--- src/rtl/pbseq_pkg.sv ---
package pbseq_pkg;

  typedef enum logic [2:0] {
    ST_HR  = 3'd0,
    ST_OFF = 3'd1,
    ST_UP1 = 3'd2,
    ST_UP2 = 3'd3,
    ST_ON  = 3'd4,
    ST_DN1 = 3'd5,
    ST_DN2 = 3'd6
  } pb_state_e;

endpackage

--- src/rtl/pbseq_timer.sv ---
// Tick counter: counts enabled ticks, flags the tick that reaches LIMIT.
module pbseq_timer #(
  parameter int LIMIT = 400
) (
  input  logic clk,
  input  logic rst_n,
  input  logic clr,
  input  logic cnt_en,
  output logic hit
);
  localparam int W = $clog2(LIMIT) + 1;
  localparam logic [W-1:0] LAST = W'(LIMIT - 1);

  logic [W-1:0] cnt_q;

  assign hit = cnt_en && (cnt_q == LAST);

  always_ff @(posedge clk or negedge rst_n) begin
    if (!rst_n) begin
      cnt_q <= '0;
    end else if (clr) begin
      cnt_q <= '0;
    end else if (cnt_en && (cnt_q != LAST)) begin
      cnt_q <= cnt_q + 1'b1;
    end
  end
endmodule

--- src/rtl/pbseq_fsm.sv ---
// Next-state decision and output decode.
module pbseq_fsm
  import pbseq_pkg::*;
(
  input  pb_state_e state_q,
  input  logic      ext_pwr_ok,
  input  logic      buck_req,
  input  logic      out_uv,
  input  logic      por_flag,
  input  logic      wake_hit,
  input  logic      hold_hit,
  input  logic      ramp_hit,
  input  logic      offdly_hit,
  output pb_state_e state_d,
  output logic      buck_on,
  output logic      ldo_on
);
  always_comb begin
    state_d = state_q;
    unique case (state_q)
      ST_HR: begin
        if (wake_hit) state_d = ST_UP1;
      end
      ST_OFF: begin
        if (por_flag)                 state_d = ST_DN1;
        else if (ext_pwr_ok)          state_d = ST_UP2;
        else if (buck_req && !out_uv) state_d = ST_ON;
      end
      ST_UP1, ST_UP2: begin
        if (por_flag)      state_d = ST_DN1;
        else if (ramp_hit) state_d = ST_ON;
      end
      ST_ON: begin
        if (por_flag || hold_hit) state_d = ST_DN1;
        else if (out_uv)          state_d = ST_DN2;
      end
      ST_DN2: begin
        if (por_flag)        state_d = ST_DN1;
        else if (offdly_hit) state_d = ST_OFF;
      end
      ST_DN1: begin
        if (offdly_hit) state_d = ST_HR;
      end
      default: state_d = ST_HR;
    endcase
  end

  assign buck_on = (state_q == ST_ON);
  assign ldo_on  = (state_q != ST_HR);
endmodule

--- src/rtl/pbseq_ctrl.sv ---
module pbseq_ctrl
  import pbseq_pkg::*;
#(
  parameter int HOLD_MS   = 14000,
  parameter int OFFDLY_MS = 1000,
  parameter int WAKE_MS   = 400,
  parameter int RAMP_MS   = 50
) (
  input  logic       clk,
  input  logic       rst_n,
  input  logic       tick_ms,
  input  logic       btn_n,
  input  logic       ext_pwr_ok,
  input  logic       buck_req,
  input  logic       out_uv,
  input  logic       por_flag,
  output logic       buck_en,
  output logic       ldo_en,
  output logic       pb_stat,
  output logic [2:0] state_code
);
  // Reset: asserted asynchronously, released on a clock edge.
  logic [1:0] rst_sync_q;
  logic       rst_ni;

  always_ff @(posedge clk or negedge rst_n) begin
    if (!rst_n) rst_sync_q <= 2'b00;
    else        rst_sync_q <= {rst_sync_q[0], 1'b1};
  end
  assign rst_ni = rst_sync_q[1];

  pb_state_e state_q, state_d;
  logic      seen_rel_q, seen_rel_d;
  logic      state_chg, in_up, in_dn;
  logic      press_clr, press_en, dwell_up_en, dwell_dn_en;
  logic      wake_hit, hold_hit, ramp_hit, offdly_hit;
  logic      buck_on, ldo_on;

  assign state_chg   = (state_d != state_q);
  assign in_up       = (state_q == ST_UP1) || (state_q == ST_UP2);
  assign in_dn       = (state_q == ST_DN1) || (state_q == ST_DN2);
  assign press_clr   = state_chg || btn_n || !seen_rel_q;
  assign press_en    = tick_ms && !btn_n && seen_rel_q;
  assign dwell_up_en = tick_ms && in_up;
  assign dwell_dn_en = tick_ms && in_dn;

  // Press timers: wake threshold and long-hold threshold share conditions.
  pbseq_timer #(.LIMIT(WAKE_MS)) u_wake (
    .clk(clk), .rst_n(rst_ni), .clr(press_clr), .cnt_en(press_en), .hit(wake_hit)
  );
  pbseq_timer #(.LIMIT(HOLD_MS)) u_hold (
    .clk(clk), .rst_n(rst_ni), .clr(press_clr), .cnt_en(press_en), .hit(hold_hit)
  );
  // Dwell timers for power-up ramp and power-down delay.
  pbseq_timer #(.LIMIT(RAMP_MS)) u_ramp (
    .clk(clk), .rst_n(rst_ni), .clr(state_chg), .cnt_en(dwell_up_en), .hit(ramp_hit)
  );
  pbseq_timer #(.LIMIT(OFFDLY_MS)) u_offdly (
    .clk(clk), .rst_n(rst_ni), .clr(state_chg), .cnt_en(dwell_dn_en), .hit(offdly_hit)
  );

  pbseq_fsm u_fsm (
    .state_q    (state_q),
    .ext_pwr_ok (ext_pwr_ok),
    .buck_req   (buck_req),
    .out_uv     (out_uv),
    .por_flag   (por_flag),
    .wake_hit   (wake_hit),
    .hold_hit   (hold_hit),
    .ramp_hit   (ramp_hit),
    .offdly_hit (offdly_hit),
    .state_d    (state_d),
    .buck_on    (buck_on),
    .ldo_on     (ldo_on)
  );

  // Release tracker: cleared on entry to power-down-1, set by a high button.
  always_comb begin
    seen_rel_d = seen_rel_q;
    if (state_chg && (state_d == ST_DN1)) seen_rel_d = 1'b0;
    else if (btn_n)                       seen_rel_d = 1'b1;
  end

  always_ff @(posedge clk or negedge rst_ni) begin
    if (!rst_ni) begin
      state_q    <= ST_HR;
      seen_rel_q <= 1'b0;
    end else begin
      state_q    <= state_d;
      seen_rel_q <= seen_rel_d;
    end
  end

  assign buck_en    = buck_on;
  assign ldo_en     = ldo_on;
  assign pb_stat    = (state_q == ST_ON) && !btn_n;
  assign state_code = state_q;
endmodule

--- config.mk ---
export PLATFORM = sky130hd
export DESIGN_NAME = pbseq_ctrl
export DESIGN_NICKNAME = d
export VERILOG_FILES = /design/src/rtl/pbseq_pkg.sv /design/src/rtl/pbseq_timer.sv /design/src/rtl/pbseq_fsm.sv /design/src/rtl/pbseq_ctrl.sv
export SDC_FILE = /design/constraint.sdc
export NUM_CORES = 1
export LEC_CHECK = 0
export BUFFER_PORTS_ARGS = -buffer_cell sky130_fd_sc_hd__clkbuf_2
export CAP_MARGIN = 20
export CORE_MARGIN = 2
export CORE_UTILIZATION = 50
export CTS_CLUSTER_DIAMETER = 40
export CTS_CLUSTER_SIZE = 20
export DETAILED_ROUTE_END_ITERATION = 7
export HOLD_SLACK_MARGIN = 0.15
export PLACE_DENSITY = 0.74
export RECOVER_POWER = 50
export SYNTH_ARGS = -nofsm -noshare
export SYNTH_HDL_FRONTEND = slang
export SYNTH_HIERARCHICAL = 1
export SYNTH_SLANG_ARGS = --single-unit
--- constraint.sdc ---
create_clock -name clk -period 1.9 [get_ports clk]
set_clock_uncertainty 0.2 [all_clocks]
set_input_delay 0.19 -clock clk [delete_from_list [all_inputs] [get_ports clk]]
set_output_delay 0.19 -clock clk [all_outputs]
set_load 0.05 [all_outputs]
==> results_dict.tcl, run 1 <==
set metrics [dict create \
    clock-sinks 49 \
    synth_cells 302 \
    drive_above_1_share_pct 51.29 \
    yosysMostFrequentCell "dfrtp_1" \
    ys.flop_type "dfrtp_1" \
    areaGrowthSynthToFinish_pct 56.41 \
    grt_usage_pct 29.70 \
    slew_viol_final 0 \
    coreArea_sq_um 5574 \
    die_height_um 80.38 \
    clk_path_buf_depth 2 \
    yosys.area.top_type "dfrtp_1" \
    end_kind "flop" \
    ir_drop_uv 789.1 \
    synthesis.nets 316 \
    grt_max_degree 22 \
    path_cells "inv_2 -> ha_4 -> nor4b_4 -> nor3b_4 -> buf_4 -> nor2_2 -> o21ai_2 -> nand2_2 -> xnor2_2 -> nand4_1 -> buf_6 -> nand2b_1 -> mux2i_1" \
    drtPass1Iterations 5 \
    synth.area.top_cells "dfrtp_1, xor2_1, a21oi_1, nor2_1, nand4_1" \
    tightest_slew_ps 573.1 \
    syn_area_sq_um 2917 \
    cts_root_buf "clkbuf_8" \
    die-area_sq_um 6460 \
    hold_class "primary input to flop" \
    ys_seq_area_share_pct 42.04 \
    routed-via-count 3014 \
    grt_pass1_vias 3068 \
    synthTopCellsByCount "dfrtp_1, nor2_1, a21oi_1, nand2_1, xor2_1" \
    antenna_cells 0 \
    hpwlAfterDp_mm 5.236 \
    grt_setup_unrepaired "yes" \
    synth.ff_latch_count 49 \
    cp-start-kind "flop" \
    max_slew_margin_pct 61.80 \
    clk_pin_slew_ps 110 \
    max_stage_delay_ps 410 \
    critPathKind "flop to flop" \
    synth_top_cell_area_share_pct 42.04 \
    fin_crit_ps 2873 \
    routedWlPerCell_um 20.01 \
    critPathMaxFanout 5 \
    pin_count 14 \
    critical_path.n_buffers_inverters 3 \
    gr-total-overflow 0 \
    portBuffers 13 \
    cpMaxStageDelayCell "dfrtp_1" \
    critPathTopFamily "simple AND/OR/NAND/NOR gates" \
    crit_required_ps 1930 \
    synth_edf_count 0 \
    drt_iter0_markers 194 \
    routed_wl_mm 9.983 \
    outcome "complete, but fails checks" \
    min_period_over_period_pct 151.2 \
    initial_core_util_pct 52.32 \
    gp_congestion 0.8489 \
    layout_setup_ws_ps -972.7 \
    final_cells 499 \
    dp_cells 468 \
    crit_arrival_ps 2900 \
    drc 0 \
    final_nets 440 \
    synthDistinctLibCells 60 \
    antenna_found_initial 0 \
    vias_per_cell 6.040 \
    die_w_um 80.38 \
    grt_first_pass_wirelength_mm 14.77 \
    ys_async_sr_fraction_pct 100.0 \
    num_rows 27 \
    cts_buffers 5 \
    clock_latency_ps 320 \
    hold_violations 0 \
    max_freq_mhz 348.1 \
    final-setup-viol-count 50 \
    h-tree-depth 2 \
    ys_warn_count 6 \
    p_per_area_nw_per_um2 1117 \
    postRouteAntennaNets 0 \
    cts_tree "built" \
    n_fill_cell 302 \
    p_leak_nw 1.928 \
    post-place-ws_ps -851.2 \
    violations "setup timing" \
    avgSynthCellArea_sq_um 9.657 \
    maxCapViolCount 0 \
]
[power breakdown]
| part | internal (mW) | total [mW] | switching (mW) |
|---|---|---|---|
| Clock | 0.524 | 0.914 | 0.390 |
| Sequential | 1.12 | 1.17 | 0.0541 |
| Combinational | 1.45 | 3.01 | 1.56 |
| Total | 3.09 | 5.10 | 2.01 |
[sequential cells by signal, summed over array words and instances (netlist names)]
| signal | cells |
|---|---|
| state_code | 3 |
| u_ramp/cnt_q | 7 |
| seen_rel_q | 1 |
| u_hold/cnt_q | 15 |
| rst_sync_q | 2 |
| u_wake/cnt_q | 10 |
| u_offdly/cnt_q | 11 |
[metal layers]
metal | share of wire [%] | GRT usage, %
met1 | 38 | 34.77
met2 | 53 | 53.42
met5 | 0 | 0
met4 | 4.6 | 12.03
met3 | 4.3 | 5.169
[final timing paths]
path | start | endpoint | slack, ps | cells after the start
hold / removal | out_uv | state_code[1]$_DFF_PN0_ | 210 | 5
setup / recovery | u_ramp/cnt_q[1]$_DFFE_PN0P_ | u_hold/cnt_q[1]$_DFFE_PN0P_ | -970 | 13
min in group asynchronous | rst_sync_q[1]$_DFF_PN0_ | u_ramp/cnt_q[6]$_DFFE_PN0P_ | 520 | 1
hold reg to reg | rst_sync_q[0]$_DFF_PN0_ | rst_sync_q[1]$_DFF_PN0_ | 230 | 0
setup reg to reg | u_ramp/cnt_q[1]$_DFFE_PN0P_ | u_hold/cnt_q[1]$_DFFE_PN0P_ | -970 | 13
max in group asynchronous | rst_sync_q[1]$_DFF_PN0_ | u_hold/cnt_q[5]$_DFFE_PN0P_ | 300 | 2
[area by class of cell]
class	instances	area [sq um]	share of cell area [%]
multi-input cells	238	1974	43.28
clock inverters	3	65.06	1.426
well taps	72	90.09	1.975
clock buffers	5	68.82	1.509
repair buffers	127	1109	24.30
flip-flops and latches	49	1236	27.10
inverters	5	18.77	0.4114
[cell usage in the layout, fill, tap and decap left out, types with 3 or more instances in the layout]
cell type      synthesis  final
a21oi_2                0     19
nor2b_1                4      4
inv_1                  4      3
buf_8                  0      3
buf_12                 0      3
nor3_1                 6      3
ha_1                   6      3
xnor2_1                7      5
clkbuf_2               0     11
nand3_2                1      3
nand3_1               11      9
buf_4                  0     88
clkbuf_8               0      5
nand2_1               23     21
nor3_2                 1      3
nor2_2                 0      8
nand4_1               14     14
a21oi_1               24      4
o211ai_1               4      4
buf_6                  1     11
nand2_2                1      3
and2_1                 5      3
mux2i_1                3      3
o21ai_0               10      8
or4_1                  3      3
dlygate4sd3_1          0      5
nor2_1                30     13
and3_1                 5      4
and4_1                 4      3
nor2_4                 0      9
o21ai_1                4      5
or3_1                 11     11
o31ai_1                3      3
xor2_1                15     15
dfrtp_1               49     45
[worst reg2reg max path, delay by kind of cell, from the launching register on]
family / cells / cell delay [ps]
adder cells (fa/ha/maj): 1 / 120
XOR/XNOR: 1 / 180
AND/OR/NAND/NOR: 6 / 1100
multiplexers: 1 / 170
AO/OA/AOI/OAI: 1 / 180
buffers and inverters: 3 / 430
flip-flops: 1 / 410
[what timing repair did]
action                                 4_1_cts  5_1_grt
pin swaps                                   29        7
buffers inserted                            12        7
hold buffers                                 5        0
setup endpoints to repair                   50       51
endpoints found under the hold margin       24        0
resized for setup                           68       24
gates cloned                                 2        1
[stage by stage]
stage / utilization [%] / power, mW / cell area [sq um] / TNS, ps / hold slack, ps
5_1_grt: 81.84 / 5.260 / 4562 / -42380 / 234.0
4_1_cts: 78.86 / 4.690 / 4395 / -27890 / 157.0
3_5_place_dp: 68.57 / 3.057 / 3822 / -30620 / -223.3
6_report: 81.84 / 5.095 / 4562 / -39000 / 206.8
3_3_place_gp: 68.57 / 3.003 / 3822 / -26520 / -222.5
2_1_floorplan: - / 2.408 / 3065 / -23320 / -305.6
[kinds of logic (layout without fill, tap and decap cells)]
group	count (synthesis)	after routing	share of synthesized area, %
adder cells (fa/ha/maj)	6	6	2.574
other	1	1	0.1286
buffers and inverters	15	140	2.274
AND/OR/NAND/NOR	147	147	31.53
XOR/XNOR	22	22	6.607
AO/OA/AOI/OAI	58	58	13.30
multiplexers	4	4	1.544
flip-flops	49	49	42.04
Note: power is estimated with default switching activity, not from simulation.
==> run 2: changes to the inputs <==
- CORE_UTILIZATION: 50 -> 40
- PLACE_DENSITY: 0.74 -> 0.63
- SYNTH_HIERARCHICAL: 1 -> not set
==> run 2 against run 1 <==
  * The run still ends with setup timing left
  * First-iteration DRC count decreased by 57%
  * Non-clock buffer count down 6
  * Combinational power shrank 84%
  * Synthesized cell count fell by 3.3%
  * Maximum frequency up 20%
  * Via count decreased by 13%
  * Sequential share of layout area is 2.3 points higher
  * Sequential cell count unchanged
  * Worst setup slack better by 470 ps
  * Clock power decreased by 16%
  * Core utilization is 20 points lower
  * Synthesized area is 3.6% lower
  * Critical endpoint is now u_hold.cnt_q[10]$_DFFE_PN0P_
  * Largest cell class unchanged
  * Largest power group is now sequential cells
  * Highest routed layer unchanged
==> results_dict.tcl, run 2 <==
set metrics [dict create \
    synth_top_cell_area_share_pct 43.61 \
    synthTopCellsByCount "dfrtp_1, nor2_1, nor3_1, nand2_1, xor2_1" \
    yosys.area.top_type "dfrtp_1" \
    ys.flop_type "dfrtp_1" \
    final-setup-viol-count 46 \
    maxCapViolCount 0 \
    hold_path_depth 0 \
    synthesis.nets 305 \
    synth_edf_count 0 \
    pin_count 14 \
    cp-start-kind "flop" \
    initial_core_util_pct 41.38 \
    seq_area_sq_um 1231 \
    regMostFlops "u_hold.cnt_q" \
    layout_common_cells "buf_4, dfrtp_1, nor2_1" \
    die_height_um 87.84 \
    hpwlAfterDp_mm 4.763 \
    drtPass1Iterations 4 \
    grt_pass1_vias 2661 \
    areaGrowthSynthToFinish_pct 49.13 \
    ir_drop_uv 438.9 \
    routed-via-count 2615 \
    vias_per_cell 5.158 \
    placed_area_sq_um 3643 \
    largest_register_ffs 15 \
    ys_seq_area_share_pct 43.61 \
    final_nets 423 \
    yosysMostFrequentCell "dfrtp_1" \
    hold_violations 0 \
    post-route-util_pct 61.71 \
    drt_iter0_markers 83 \
    n_fill_cell 544 \
    p_leak_nw 1.833 \
    critPathMaxFanout 6 \
    hold_end "rst_sync_q[1]$_DFF_PN0_" \
    totalPowerFinal_mw 2.423 \
    postRouteAntennaNets 0 \
    layout_setup_ws_ps -502.0 \
    fin_crit_ps 2402 \
    multiInputGateArea_sq_um 1674 \
    drive_above_1_share_pct 42.34 \
    r2r-end "u_hold.cnt_q[10]$_DFFE_PN0P_" \
    violations "setup timing" \
    grt_usage_pct 19.33 \
    synth_cells 292 \
    die_w_um 87.84 \
    outcome "complete, but fails checks" \
    max_slew_margin_pct 46.50 \
    drc 0 \
    max_freq_mhz 416.3 \
    avgSynthCellArea_sq_um 9.628 \
    clk_pin_slew_ps 90 \
    portBuffers 13 \
    h-tree-depth 2 \
    synth.area.top_cells "dfrtp_1, xor2_1, xnor2_1, nor2_1, nor3_1" \
    grt_first_pass_wirelength_mm 11.81 \
    clock_latency_ps 310 \
    design_area_sq_um 4193 \
    die-area_sq_um 7715 \
    crit_required_ps 1880 \
    worstReg2RegStart "u_ramp.cnt_q[1]$_DFFE_PN0P_" \
    slew_viol_final 0 \
    holdWs_ps 157.9 \
    clock-sinks 49 \
    reg2reg_depth 11 \
    final_common_cell "buf_4" \
    final.setup.tns_ps -20300 \
    syn_area_sq_um 2811 \
    grt_setup_unrepaired "yes" \
    ys_warn_count 0 \
    crit_top_cell "buf_4" \
    ys_async_sr_fraction_pct 100.0 \
    gp_congestion 0.8652 \
    cts_tree "built" \
    max_stage_delay_ps 390 \
    end_kind "flop" \
    grt_max_degree 31 \
    reg_top3 "u_hold.cnt_q (15), u_offdly.cnt_q (11), u_wake.cnt_q (10)" \
    clk_path_buf_depth 2 \
    cts_root_buf "clkbuf_8" \
    synth.ff_latch_count 49 \
    reg2reg_slack_ps -500 \
    crit_arrival_ps 2380 \
    hold_class "flop to flop" \
    cpMaxStageDelayCell "dfrtp_1" \
    synthDistinctLibCells 48 \
    gr-total-overflow 0 \
    tightest_slew_ps 799.9 \
    p_per_area_nw_per_um2 577.9 \
    path_cells "inv_1 -> ha_2 -> nor4b_1 -> buf_4 -> a41oi_2 -> a31oi_2 -> o211ai_1 -> o2111ai_4 -> buf_4 -> buf_6 -> nor3_2" \
    min_period_over_period_pct 126.4 \
    hold_start "rst_sync_q[0]$_DFF_PN0_" \
    num_rows 30 \
    cts_buffers 5 \
    antenna_found_initial 0 \
    routedWlPerCell_um 14.43 \
    antenna_cells 0 \
    critPathKind "flop to flop" \
    coreArea_sq_um 6794 \
    routed_wl_mm 7.315 \
]
run 2: cell count changes in the layout (fill, tap and decap cells not counted), sizes merged, moves of 6 or more:
cell / before / now
buf: 108 / 102
nor3: 7 / 31
xnor2: 7 / 19
a21oi: 24 / 3
o21ai: 14 / 7
nand4: 15 / 9
or3: 11 / 1
run 2: cells by family (layout without fill, tap and decap cells):
| group | count (synthesis) | after routing | synth area share, % |
|---|---|---|---|
| mux | 4 | 4 | 1.469 |
| compound gates | 27 | 27 | 7.611 |
| xor+xnor | 39 | 39 | 12.15 |
| buf+inv | 19 | 138 | 4.094 |
| simple gates | 148 | 148 | 28.70 |
| fa+ha+maj | 5 | 5 | 2.225 |
| other cells | 1 | 1 | 0.1334 |
| flops | 49 | 49 | 43.61 |
run 2: worst max-delay path by stage:
stage / endpoint / from / slack [ps] / depth (start not counted)
4_1_cts: u_hold.cnt_q[9]$_DFFE_PN0P_ / u_offdly.cnt_q[8]$_DFFE_PN0P_ / -430 / 8
3_5_place_dp: u_hold.cnt_q[13]$_DFFE_PN0P_ / u_offdly.cnt_q[3]$_DFFE_PN0P_ / -430 / 7
6_report: u_hold.cnt_q[10]$_DFFE_PN0P_ / u_ramp.cnt_q[1]$_DFFE_PN0P_ / -500 / 11
3_3_place_gp: u_ramp.cnt_q[1]$_DFFE_PN0P_ / u_offdly.cnt_q[3]$_DFFE_PN0P_ / -380 / 7
5_1_grt: u_ramp.cnt_q[1]$_DFFE_PN0P_ / u_hold.cnt_q[0]$_DFFE_PN0P_ / -570 / 9
2_1_floorplan: u_hold.cnt_q[12]$_DFFE_PN0P_ / state_code[2]$_DFF_PN0_ / -390 / 8
run 2: power breakdown:
part / internal [mW] / total, mW / switching [mW] / leakage (nW)
sequential: 1.12 / 1.17 / 0.0499 / 0.646
combinational: 0.244 / 0.479 / 0.235 / 1.13
clock: 0.395 / 0.772 / 0.378 / 0.0543
total: 1.76 / 2.42 / 0.663 / 1.83
run 2: critical path: cells and delay by family (launching register included):
family | cells | cell delay [ps]
flops | 1 | 390
fa+ha+maj | 1 | 160
compound gates | 4 | 670
buf+inv | 4 | 560
simple gates | 2 | 290
run 2: layout make-up:
cell class / count / area share (%)
clock buffer: 5 / 1.641
multi-input combinational: 224 / 39.93
inverter: 9 / 0.9251
tap: 96 / 2.865
sequential: 49 / 29.36
timing repair buffer: 121 / 24.17
clock inverter: 3 / 1.104
run 2: metal layers:
metal  track usage [%]  wire length [um]
met1             24.78              3372
met2             31.96              3546
met3             4.053               243
met4             7.552               153
met5                 0                 0
run 2: repair_timing:
item                       4_1_cts  5_1_grt
hold buffers                     5        0
pin swaps                       19       11
resized for setup               34       11
setup endpoints to repair       49       49
hold endpoints to repair        21        0
gates cloned                     3        1
buffers inserted                 9        7
run 2: through the flow:
step	setup slack, ps	cells
4_1_cts	-428.2	500
6_report	-502.0	507
3_5_place_dp	-425.5	476
5_1_grt	-574.7	507
3_3_place_gp	-376.7	476
2_1_floorplan	-387.5	292
